## config.mk

```make
export PLATFORM = sky130hd
export DESIGN_NAME = cmd_chain_walker
export DESIGN_NICKNAME = d
export VERILOG_FILES = /design/src/rtl/clw_pkg.sv /design/src/rtl/clw_ptr.sv /design/src/rtl/clw_seq.sv /design/src/rtl/cmd_chain_walker.sv
export SDC_FILE = /design/constraint.sdc
export NUM_CORES = 1
export LEC_CHECK = 0
export BUFFER_PORTS_ARGS = -buffer_cell sky130_fd_sc_hd__buf_2
export CORE_MARGIN = 2
export CORE_UTILIZATION = 40
export CTS_BUF_LIST = sky130_fd_sc_hd__clkbuf_2 sky130_fd_sc_hd__clkbuf_4 sky130_fd_sc_hd__clkbuf_8
export DETAILED_ROUTE_END_ITERATION = 10
export MAX_ROUTING_LAYER = met4
export PLACE_DENSITY = 0.69
export SKIP_CTS_REPAIR_TIMING = 1
export SLEW_MARGIN = 20
export SYNTH_ARGS = -nofsm -noshare
export SYNTH_HDL_FRONTEND = slang
export SYNTH_SLANG_ARGS = --single-unit
```

## constraint.sdc

```tcl
create_clock -name clk -period 3.07 [get_ports clk]
set_input_delay 0.614 -clock clk [delete_from_list [all_inputs] [get_ports clk]]
set_output_delay 0.614 -clock clk [all_outputs]
set_load 0.05 [all_outputs]
```

## src/rtl/clw_pkg.sv

```systemverilog
package clw_pkg;
  localparam int WORD_W = 16;
  localparam int OP_W   = 3;

  localparam int BIT_EOL  = 15;
  localparam int BIT_SUSP = 14;
  localparam int BIT_INT  = 13;

  localparam int OFS_CMD     = 2;
  localparam int OFS_LINK_LO = 4;
  localparam int OFS_LINK_HI = 6;

  localparam logic [WORD_W-1:0] STAT_BUSY = 16'h4000;
  localparam logic [WORD_W-1:0] STAT_DONE = 16'hA000;

  typedef enum logic [2:0] {
    ST_IDLE, ST_MARK, ST_FETCH, ST_EXEC, ST_CLOSE, ST_LINK_LO, ST_LINK_HI
  } walk_st_e;

  typedef enum logic [1:0] {
    CU_IDLE = 2'd0, CU_SUSP = 2'd1, CU_ACTIVE = 2'd2
  } cu_st_e;
endpackage

```

## src/rtl/clw_ptr.sv

```systemverilog
module clw_ptr
  import clw_pkg::*;
#(
  parameter int ADDR_W = 32
) (
  input  logic              clk,
  input  logic              rst_n,
  input  logic              head_we,
  input  logic [ADDR_W-1:0] head,
  input  logic              lo_we,
  input  logic              next_we,
  input  logic [WORD_W-1:0] rdata,
  output logic [ADDR_W-1:0] blk,
  output logic              head_null,
  output logic              next_null
);
  localparam int LINK_W = 2 * WORD_W;

  logic [WORD_W-1:0] lo_q, lo_d;
  logic [ADDR_W-1:0] blk_q, blk_d;
  logic [LINK_W-1:0] link;

  assign link = {rdata, lo_q};

  always_comb begin
    lo_d  = lo_we ? rdata : lo_q;
    blk_d = blk_q;
    if (head_we)      blk_d = head;
    else if (next_we) blk_d = ADDR_W'(link);
  end

  always_ff @(posedge clk or negedge rst_n) begin
    if (!rst_n) begin
      lo_q  <= '0;
      blk_q <= '0;
    end else begin
      lo_q  <= lo_d;
      blk_q <= blk_d;
    end
  end

  assign blk       = blk_q;
  assign head_null = (head == '0) || (head == '1);
  assign next_null = (link == '0) || (link == '1);
endmodule

```

## src/rtl/clw_seq.sv

```systemverilog
module clw_seq
  import clw_pkg::*;
#(
  parameter int ADDR_W = 32
) (
  input  logic              clk,
  input  logic              rst_n,
  input  logic              start,
  input  logic              head_null,
  input  logic              next_null,
  input  logic [ADDR_W-1:0] blk,
  input  logic              mem_ready,
  input  logic [WORD_W-1:0] mem_rdata,
  input  logic              exec_done,
  output logic              head_we,
  output logic              lo_we,
  output logic              next_we,
  output logic              busy,
  output logic [1:0]        cu_state,
  output logic              mem_req,
  output logic              mem_we,
  output logic [ADDR_W-1:0] mem_addr,
  output logic [WORD_W-1:0] mem_wdata,
  output logic              exec_valid,
  output logic [OP_W-1:0]   exec_op,
  output logic              cx,
  output logic              irq,
  output logic              susp
);
  localparam logic [ADDR_W-1:0] A_CMD = ADDR_W'(OFS_CMD);
  localparam logic [ADDR_W-1:0] A_LO  = ADDR_W'(OFS_LINK_LO);
  localparam logic [ADDR_W-1:0] A_HI  = ADDR_W'(OFS_LINK_HI);

  walk_st_e        st_q, st_d;
  cu_st_e          cu_q, cu_d;
  logic [OP_W-1:0] op_q, op_d;
  logic            eol_q, eol_d, sus_q, sus_d, int_q, int_d;
  logic            cx_q, cx_d, irq_q, irq_d, susp_q, susp_d;
  logic            rdata_unused;

  assign rdata_unused = ^mem_rdata[BIT_INT-1:OP_W];

  always_comb begin
    st_d = st_q;  cu_d = cu_q;  op_d = op_q;
    eol_d = eol_q; sus_d = sus_q; int_d = int_q;
    cx_d = cx_q;  irq_d = 1'b0; susp_d = 1'b0;
    head_we = 1'b0; lo_we = 1'b0; next_we = 1'b0;
    mem_req = 1'b0; mem_we = 1'b0; mem_addr = blk; mem_wdata = STAT_BUSY;
    exec_valid = 1'b0;
    unique case (st_q)
      ST_IDLE: begin
        if (start) begin
          if (head_null) cu_d = CU_IDLE;
          else begin
            head_we = 1'b1;
            cu_d    = CU_ACTIVE;
            st_d    = ST_MARK;
          end
        end
      end
      ST_MARK: begin
        mem_req = 1'b1;
        mem_we  = 1'b1;
        if (mem_ready) st_d = ST_FETCH;
      end
      ST_FETCH: begin
        mem_req  = 1'b1;
        mem_addr = blk + A_CMD;
        if (mem_ready) begin
          op_d  = mem_rdata[OP_W-1:0];
          eol_d = mem_rdata[BIT_EOL];
          sus_d = mem_rdata[BIT_SUSP];
          int_d = mem_rdata[BIT_INT];
          st_d  = ST_EXEC;
        end
      end
      ST_EXEC: begin
        exec_valid = 1'b1;
        if (exec_done) st_d = ST_CLOSE;
      end
      ST_CLOSE: begin
        mem_req   = 1'b1;
        mem_we    = 1'b1;
        mem_wdata = STAT_DONE;
        if (mem_ready) begin
          cx_d  = int_q;
          irq_d = int_q;
          if (sus_q) begin
            cu_d   = CU_SUSP;
            susp_d = 1'b1;
            st_d   = ST_IDLE;
          end else if (eol_q) begin
            cu_d = CU_IDLE;
            st_d = ST_IDLE;
          end else begin
            st_d = ST_LINK_LO;
          end
        end
      end
      ST_LINK_LO: begin
        mem_req  = 1'b1;
        mem_addr = blk + A_LO;
        if (mem_ready) begin
          lo_we = 1'b1;
          st_d  = ST_LINK_HI;
        end
      end
      ST_LINK_HI: begin
        mem_req  = 1'b1;
        mem_addr = blk + A_HI;
        if (mem_ready) begin
          if (next_null) begin
            cu_d = CU_IDLE;
            st_d = ST_IDLE;
          end else begin
            next_we = 1'b1;
            st_d    = ST_MARK;
          end
        end
      end
      default: st_d = ST_IDLE;
    endcase
  end

  always_ff @(posedge clk or negedge rst_n) begin
    if (!rst_n) begin
      st_q <= ST_IDLE;  cu_q <= CU_IDLE;  op_q <= '0;
      eol_q <= 1'b0; sus_q <= 1'b0; int_q <= 1'b0;
      cx_q <= 1'b0;  irq_q <= 1'b0; susp_q <= 1'b0;
    end else begin
      st_q <= st_d;  cu_q <= cu_d;  op_q <= op_d;
      eol_q <= eol_d; sus_q <= sus_d; int_q <= int_d;
      cx_q <= cx_d;  irq_q <= irq_d; susp_q <= susp_d;
    end
  end

  assign busy     = (st_q != ST_IDLE);
  assign cu_state = cu_q;
  assign exec_op  = op_q;
  assign cx       = cx_q;
  assign irq      = irq_q;
  assign susp     = susp_q;
endmodule

```

## src/rtl/cmd_chain_walker.sv

```systemverilog
module cmd_chain_walker
  import clw_pkg::*;
#(
  parameter int ADDR_W = 32
) (
  input  logic              clk,
  input  logic              rst_n,
  input  logic              start_i,
  input  logic [ADDR_W-1:0] head_ptr_i,
  output logic              busy_o,
  output logic [1:0]        cu_state_o,
  output logic              mem_req_o,
  output logic              mem_we_o,
  output logic [ADDR_W-1:0] mem_addr_o,
  output logic [15:0]       mem_wdata_o,
  input  logic              mem_ready_i,
  input  logic [15:0]       mem_rdata_i,
  output logic              exec_valid_o,
  output logic [2:0]        exec_op_o,
  output logic [ADDR_W-1:0] exec_blk_o,
  input  logic              exec_done_i,
  output logic              cx_o,
  output logic              irq_o,
  output logic              susp_o
);
  logic              head_we, lo_we, next_we, head_null, next_null;
  logic [ADDR_W-1:0] blk;

  clw_ptr #(.ADDR_W(ADDR_W)) u_ptr (
    .clk       (clk),
    .rst_n     (rst_n),
    .head_we   (head_we),
    .head      (head_ptr_i),
    .lo_we     (lo_we),
    .next_we   (next_we),
    .rdata     (mem_rdata_i),
    .blk       (blk),
    .head_null (head_null),
    .next_null (next_null)
  );

  clw_seq #(.ADDR_W(ADDR_W)) u_seq (
    .clk        (clk),
    .rst_n      (rst_n),
    .start      (start_i),
    .head_null  (head_null),
    .next_null  (next_null),
    .blk        (blk),
    .mem_ready  (mem_ready_i),
    .mem_rdata  (mem_rdata_i),
    .exec_done  (exec_done_i),
    .head_we    (head_we),
    .lo_we      (lo_we),
    .next_we    (next_we),
    .busy       (busy_o),
    .cu_state   (cu_state_o),
    .mem_req    (mem_req_o),
    .mem_we     (mem_we_o),
    .mem_addr   (mem_addr_o),
    .mem_wdata  (mem_wdata_o),
    .exec_valid (exec_valid_o),
    .exec_op    (exec_op_o),
    .cx         (cx_o),
    .irq        (irq_o),
    .susp       (susp_o)
  );

  assign exec_blk_o = blk;
endmodule

```

# After elaboration in Yosys (flattened, before gate mapping)
# Index checks and enable logic that the tools add are counted.
[op_classes] n_addsub=3 eq_ne=18 mux=40 reduce_logical=14
[ops] op="32-bit one-hot mux with 3 select lines" n=1
[ops] op="32-bit by 3-bit adder with 32-bit output, second input constant" n=2
[ops] op="32-bit == test, second input constant" n=2
[ops] op="32-bit logical NOT" n=2
[ops] op="32-bit 2-to-1 mux" n=2
[ops] op="32-bit by 2-bit adder with 32-bit output, second input constant" n=1
[ops] op="3-bit 2-to-1 mux" n=10
[ops] op="3-bit one-hot mux with 7 select lines" n=1
[ops] op="2-bit != test, second input constant" n=9
[ops] op="1-bit 2-to-1 mux" n=17
[ops] op="16-bit 2-to-1 mux" n=1
[ops] op="2-bit 2-to-1 mux" n=7
[ops] op="3-bit == test, second input constant" n=3
[ops] op="8-bit AND reduction" n=1
[ops] op="3-bit by 2-bit == test with 1-bit output, second input constant" n=2
[ops] op="2-bit one-hot mux with 3 select lines" n=1
[ops] op="6-bit AND reduction" n=1
[ops] op="3-bit nonzero test" n=2
[ops] op="5-bit OR reduction" n=1
[ops] op="2-bit AND reduction" n=2
[ops] op="3-bit by 1-bit == test with 1-bit output, second input constant" n=1
[ops] op="3-bit logical NOT" n=1
[ops] op="3-bit by 1-bit != test with 1-bit output, second input constant" n=1
[ops] op="1-bit logical OR" n=2
[ops] op="other kinds (2)" n=2
[word_totals] register_bits=62 inputBits=53 out_inout_bits=92 wordCells=86

# Depth between registers and ports, before layout
[depth] depth_word=7 ltp_mapped=10

# Modules after synthesis
# Synthesis repeated with hierarchy kept, for this count alone.
[unflattened] hier_cells=420 area_unflattened_um2=3972.6
[by_module_without_submodules] module="clw_ptr" n_inst=1 cells_each=215 area_each_um2=2313.5 seq_area_each_um2=1201.2
[by_module_without_submodules] module="clw_seq" n_inst=1 cells_each=205 area_each_um2=1659.1 seq_area_each_um2=350.3

# Worst setup path after synthesis
# Ideal clock, no wire load.
[synth_timing] path_type="register to output" startpoint="reg u_ptr.blk_q[2] (netlist: u_ptr.blk[2])" endpoint="out mem_addr_o[29]" arrival_time_ps=3243 required_ps=2456 slack_ps=-787 path_stages_with_launch=8 cell_sequence="dfrtp_1 > inv_1 > fa_1 > or3b_2 > a21boi_2 > nor4b_4 > nand3_1 > xnor2_1"
[synth_via] elab_chain_cells=2 elab_cells_between_ends=4
[synth_rtl] item="start, declared" line="clw_ptr.sv:20" text="logic [ADDR_W-1:0] blk_q, blk_d;"
[synth_rtl] item="start signal, assigned" line="clw_ptr.sv:38" text="blk_q <= blk_d;"
[synth_rtl] item="32-bit by 3-bit adder with 32-bit output (tied with other cells)" line="clw_seq.sv:110" text="mem_addr = blk + A_HI;"
[synth_rtl] item="32-bit one-hot mux with 3 select lines *" line="clw_seq.sv:50" text="unique case (st_q)"
[synth_rtl] item="end, declared" line="cmd_chain_walker.sv:14" text="output logic [ADDR_W-1:0] mem_addr_o,"
# Mark *: on every way between the ends. The rest lies on a longest branch, timed or not.

# Final worst setup path
[layout_timing] startpoint="reg u_seq.st_q[0]" endpoint="out mem_addr_o[17]"
[layout_via] elab_chain_cells=2 elab_cells_between_ends=4
[layout_rtl] item="start, declared" line="clw_seq.sv:34" text="walk_st_e st_q, st_d;"
[layout_rtl] item="start signal, assigned" line="clw_seq.sv:131" text="st_q <= st_d; cu_q <= cu_d; op_q <= op_d;"
[layout_rtl] item="3-bit == test / 3-bit by 2-bit == test with 1-bit output (equally long branches)" line="clw_seq.sv:50"
[layout_rtl] item="32-bit one-hot mux with 3 select lines *" line="clw_seq.sv:50"
# Marked as above.

==> run summary <==
======================================================================================
Run status                                                                finished with violations
Failing checks                                                            setup timing
Final HPWL from detailed placement                                        9337 microns
Die extent in y                                                           103.7 microns
Timing-limited maximum frequency                                             287.5 MHz
Vias in the first global route                                                    3661
Number of register bits inferred by synthesis                                       62
Summed instance area of the synthesized netlist                           0.003973 sq mm
Required time of the critical path                                             2.46 ns
Share of cells above drive strength 1                                           0.4254
Antenna diodes                                                                       0
Total global routing track utilization                                          0.2315
Number of max-cap violations                                                         0
Most common flop cell mapped by yosys                                     sky130_fd_sc_hd__dfrtp_1
Placer's final routability congestion estimate                                  0.8855
Filler cells                                                                       823
Top-level I/O count                                                                145
Top cells by count, synth                                                 sky130_fd_sc_hd__dfrtp_1 (62), sky130_fd_sc_hd__nand2_1 (52), sky130_fd_sc_hd__o21ai_0 (37)
Final worst-path cycle share                                                     1.133
Area growth from synthesis to layout                                            39.78%
Synth area leader                                                         sky130_fd_sc_hd__dfrtp_1
H-Tree Depth                                                                         3
Peak ir drop on the vdd network                                              0.6008 mV
Area share of the largest cell type after synthesis                             0.3906
Largest net degree at the start of global routing                                   42
Final-report hold violation count                                                    0
Input/output buffers                                                               131
Remaining number of nets flagged by the antenna check after routing                  0
Width of the die                                                          103.7 microns
Startpoint type of the worst setup path                                      flip-flop
Insertion delay to the later sink of the worst-skew pair                       0.35 ns
Global-route wire length before repair                                    19580 microns
Worst Hold Class                                                           in -> async
Average wire length per cell after detail routing                         17.33 microns
Worst hold slack across all endpoints                                        0.4054 ns
# DRC                                                                                0
First drt pass iteration count                                                       5
Fraction of the yosys area taken by sequential cells                            0.3906
Largest stage delay, worst path                                                0.40 ns
Sink count of the clock tree                                                        62
Shortest clock period the worst path allows after layout                      3.479 ns
Dominant cells by area after synthesis                                    sky130_fd_sc_hd__dfrtp_1 (39%), sky130_fd_sc_hd__mux2_2 (6.5%), sky130_fd_sc_hd__a31oi_1 (5.0%), sky130_fd_sc_hd__nand2_1 (4.9%), sky130_fd_sc_hd__xnor2_1 (4.9%)
Clock buffer depth                                                                   2
Worst-case clock skew                                                      0.009479 ns
Global route total overflow                                                          0
Instance count of the mapped netlist                                               442
Clock slew at the register clock pins of the worst setup and hold paths        0.08 ns
RSZ-0062 raised after global routing                                               yes
Normalized max-slew margin                                                      0.3839
Crit end category                                                          output port
Ys async rst share                                                               1.000
Initial core utilization                                                        0.4102
Total CTS buffers                                                                    9
Vias                                                                              4081
Layout Nets                                                                        641
Row count                                                                           36
Clock tree root buffer cell                                               sky130_fd_sc_hd__clkbuf_8
Post-synth EDFFs                                                                     0
Cell-by-cell listing of the critical path                                 nor2b_4 -> nand2_2 -> fa_2 -> or3b_4 -> a21boi_4 -> nor2b_4 -> buf_6 -> nand4_1 -> xnor2_4 -> buf_6
Mapped Avg Cell Area                                                       8.988 sq um
Routed vias/inst                                                                 5.645
Crit Path Max Fanout                                                                 5
Final Slew Violations                                                                0
CTS tree                                                                           yes
Leading cell type by number of instances after synthesis                  sky130_fd_sc_hd__dfrtp_1
Area inside the core boundary                                             0.009684 sq mm
P_leak                                                                        2.416 nW
Die area                                                                  0.01074 sq mm
Yosys warning total                                                                  0
Cell at the slowest stage of the critical path                            sky130_fd_sc_hd__dfrtp_1
Final setup margin                                                          -0.4086 ns
Unique cell type count in the Yosys netlist                                         53
Actual transition at the worst max-transition pin                            0.9242 ns
Post-Route WL                                                             12530 microns
Data arrival time at the worst-slack endpoint                                  2.86 ns
Placed cells                                                                       703
Final std cells w/o fill                                                           723
Iteration-0 DRC count of the detailed router                                       544
Antenna violations before repair                                                     0
Number of setup violations in the final report                                      24
Total power density per cell area                                         1318 mW/mm^2
Crit Path Class                                                             reg -> out
======================================================================================
[cells by family after synthesis]
family | share of synthesized area
buffers and inverters | 0.07370
XOR/XNOR | 0.06614
AND/OR/NAND/NOR | 0.2432
adder cells (fa/ha/maj) | 0.01134
multiplexers | 0.06772
AO/OA/AOI/OAI | 0.1465
flip-flops | 0.3906
other | 0.0009440
[critical path: cells and delay by family (launching register included)]
family                   cells  cell delay [ns]
AO/OA/AOI/OAI                1             0.22
flip-flops                   1             0.40
buffers and inverters        2             0.29
XOR/XNOR                     1             0.22
AND/OR/NAND/NOR              5             1.03
adder cells (fa/ha/maj)      1             0.35
[metrics by stage]
step / setup slack [ns] / TNS (ns) / utilization / total power [mW] / cell area (sq um)
global route: -0.5238 / -9.269 / 0.5734 / 7.676 / 5553
floorplan: -0.2722 / -2.344 / - / 5.265 / 4337
finish: -0.4086 / -5.930 / 0.5734 / 7.317 / 5553
CTS: -0.6529 / -10.06 / 0.5482 / 7.019 / 5309
detailed placement: -0.2733 / -2.237 / 0.5276 / 6.291 / 5110
global placement: -0.1843 / -1.480 / 0.5276 / 6.212 / 5110
[state kept, by name, indices dropped and copies added, names as in the netlist]
register,count
u_seq.st_q,3
u_seq.eol_q,1
u_seq.cx,1
u_seq.cu_state,2
u_seq.int_q,1
u_ptr.lo_q,16
u_seq.irq,1
u_seq.susp,1
u_ptr.blk,32
u_seq.exec_op,3
u_seq.sus_q,1
[per-layer routing]
metal | part of all wire | global-route usage | vias to the layer above
met5 | 0 | - | -
met4 | 0.017 | 0.08012 | 0
met3 | 0.074 | 0.03272 | 17
met2 | 0.48 | 0.3463 | 223
met1 | 0.43 | 0.3243 | 1946
li1 | - | - | 1895
[final timing paths]
check / slack [ns] / endpoint / cells after the start / from
setup / recovery: -0.41 / mem_addr_o[17] / 10 / u_seq.st_q[0]
setup reg to reg: 0.75 / u_ptr.blk[18] / 5 / u_ptr.lo_q[15]
min in group clk: 0.48 / u_seq.cx / 1 / u_seq.cx
hold / removal: 0.41 / u_seq.exec_op[0] / 1 / rst_n
hold reg to reg: 0.48 / u_seq.cx / 1 / u_seq.cx
max in group asynchronous: 1.83 / u_ptr.lo_q[4] / 2 / rst_n
[report_power, final]
part	internal, mW	switching [mW]
Clock	0.394	0.334
Sequential	1.23	0.560
Combinational	1.58	3.22
[cells in the final DEF, fill, tap and decap left out, types with 3 or more instances in the layout]
cell type / count
sky130_fd_sc_hd__o21ai_0: 37
sky130_fd_sc_hd__xnor2_2: 7
sky130_fd_sc_hd__buf_6: 23
sky130_fd_sc_hd__conb_1: 13
sky130_fd_sc_hd__a21o_1: 4
sky130_fd_sc_hd__dfrtp_1: 60
sky130_fd_sc_hd__nor4_1: 18
sky130_fd_sc_hd__nor3_1: 35
sky130_fd_sc_hd__or4_1: 3
sky130_fd_sc_hd__nand3_1: 3
sky130_fd_sc_hd__and3_1: 9
sky130_fd_sc_hd__xnor2_4: 6
sky130_fd_sc_hd__buf_2: 107
sky130_fd_sc_hd__nand2_1: 49
sky130_fd_sc_hd__xor2_4: 5
sky130_fd_sc_hd__mux2_2: 23
sky130_fd_sc_hd__nor2_1: 10
sky130_fd_sc_hd__clkinv_2: 3
sky130_fd_sc_hd__clkbuf_8: 10
sky130_fd_sc_hd__xnor2_1: 9
sky130_fd_sc_hd__nand3_4: 4
sky130_fd_sc_hd__a31oi_1: 32
sky130_fd_sc_hd__a21oi_1: 5
sky130_fd_sc_hd__nand4_1: 24
sky130_fd_sc_hd__buf_4: 33
sky130_fd_sc_hd__inv_1: 7
[final cells by class]
cell class                      count  area (sq um)  share of cell area
Timing Repair Buffer              164          1050              0.1890
Tap cell                          133         166.4             0.02997
Clock buffer                       10         137.6             0.02479
Inverter                            7         26.28            0.004732
Clock inverter                      6         61.31             0.01104
Sequential cell                    62          1554              0.2799
Multi-Input combinational cell    341          2557              0.4606
No activity file was read; power rests on OpenSTA's default activity.
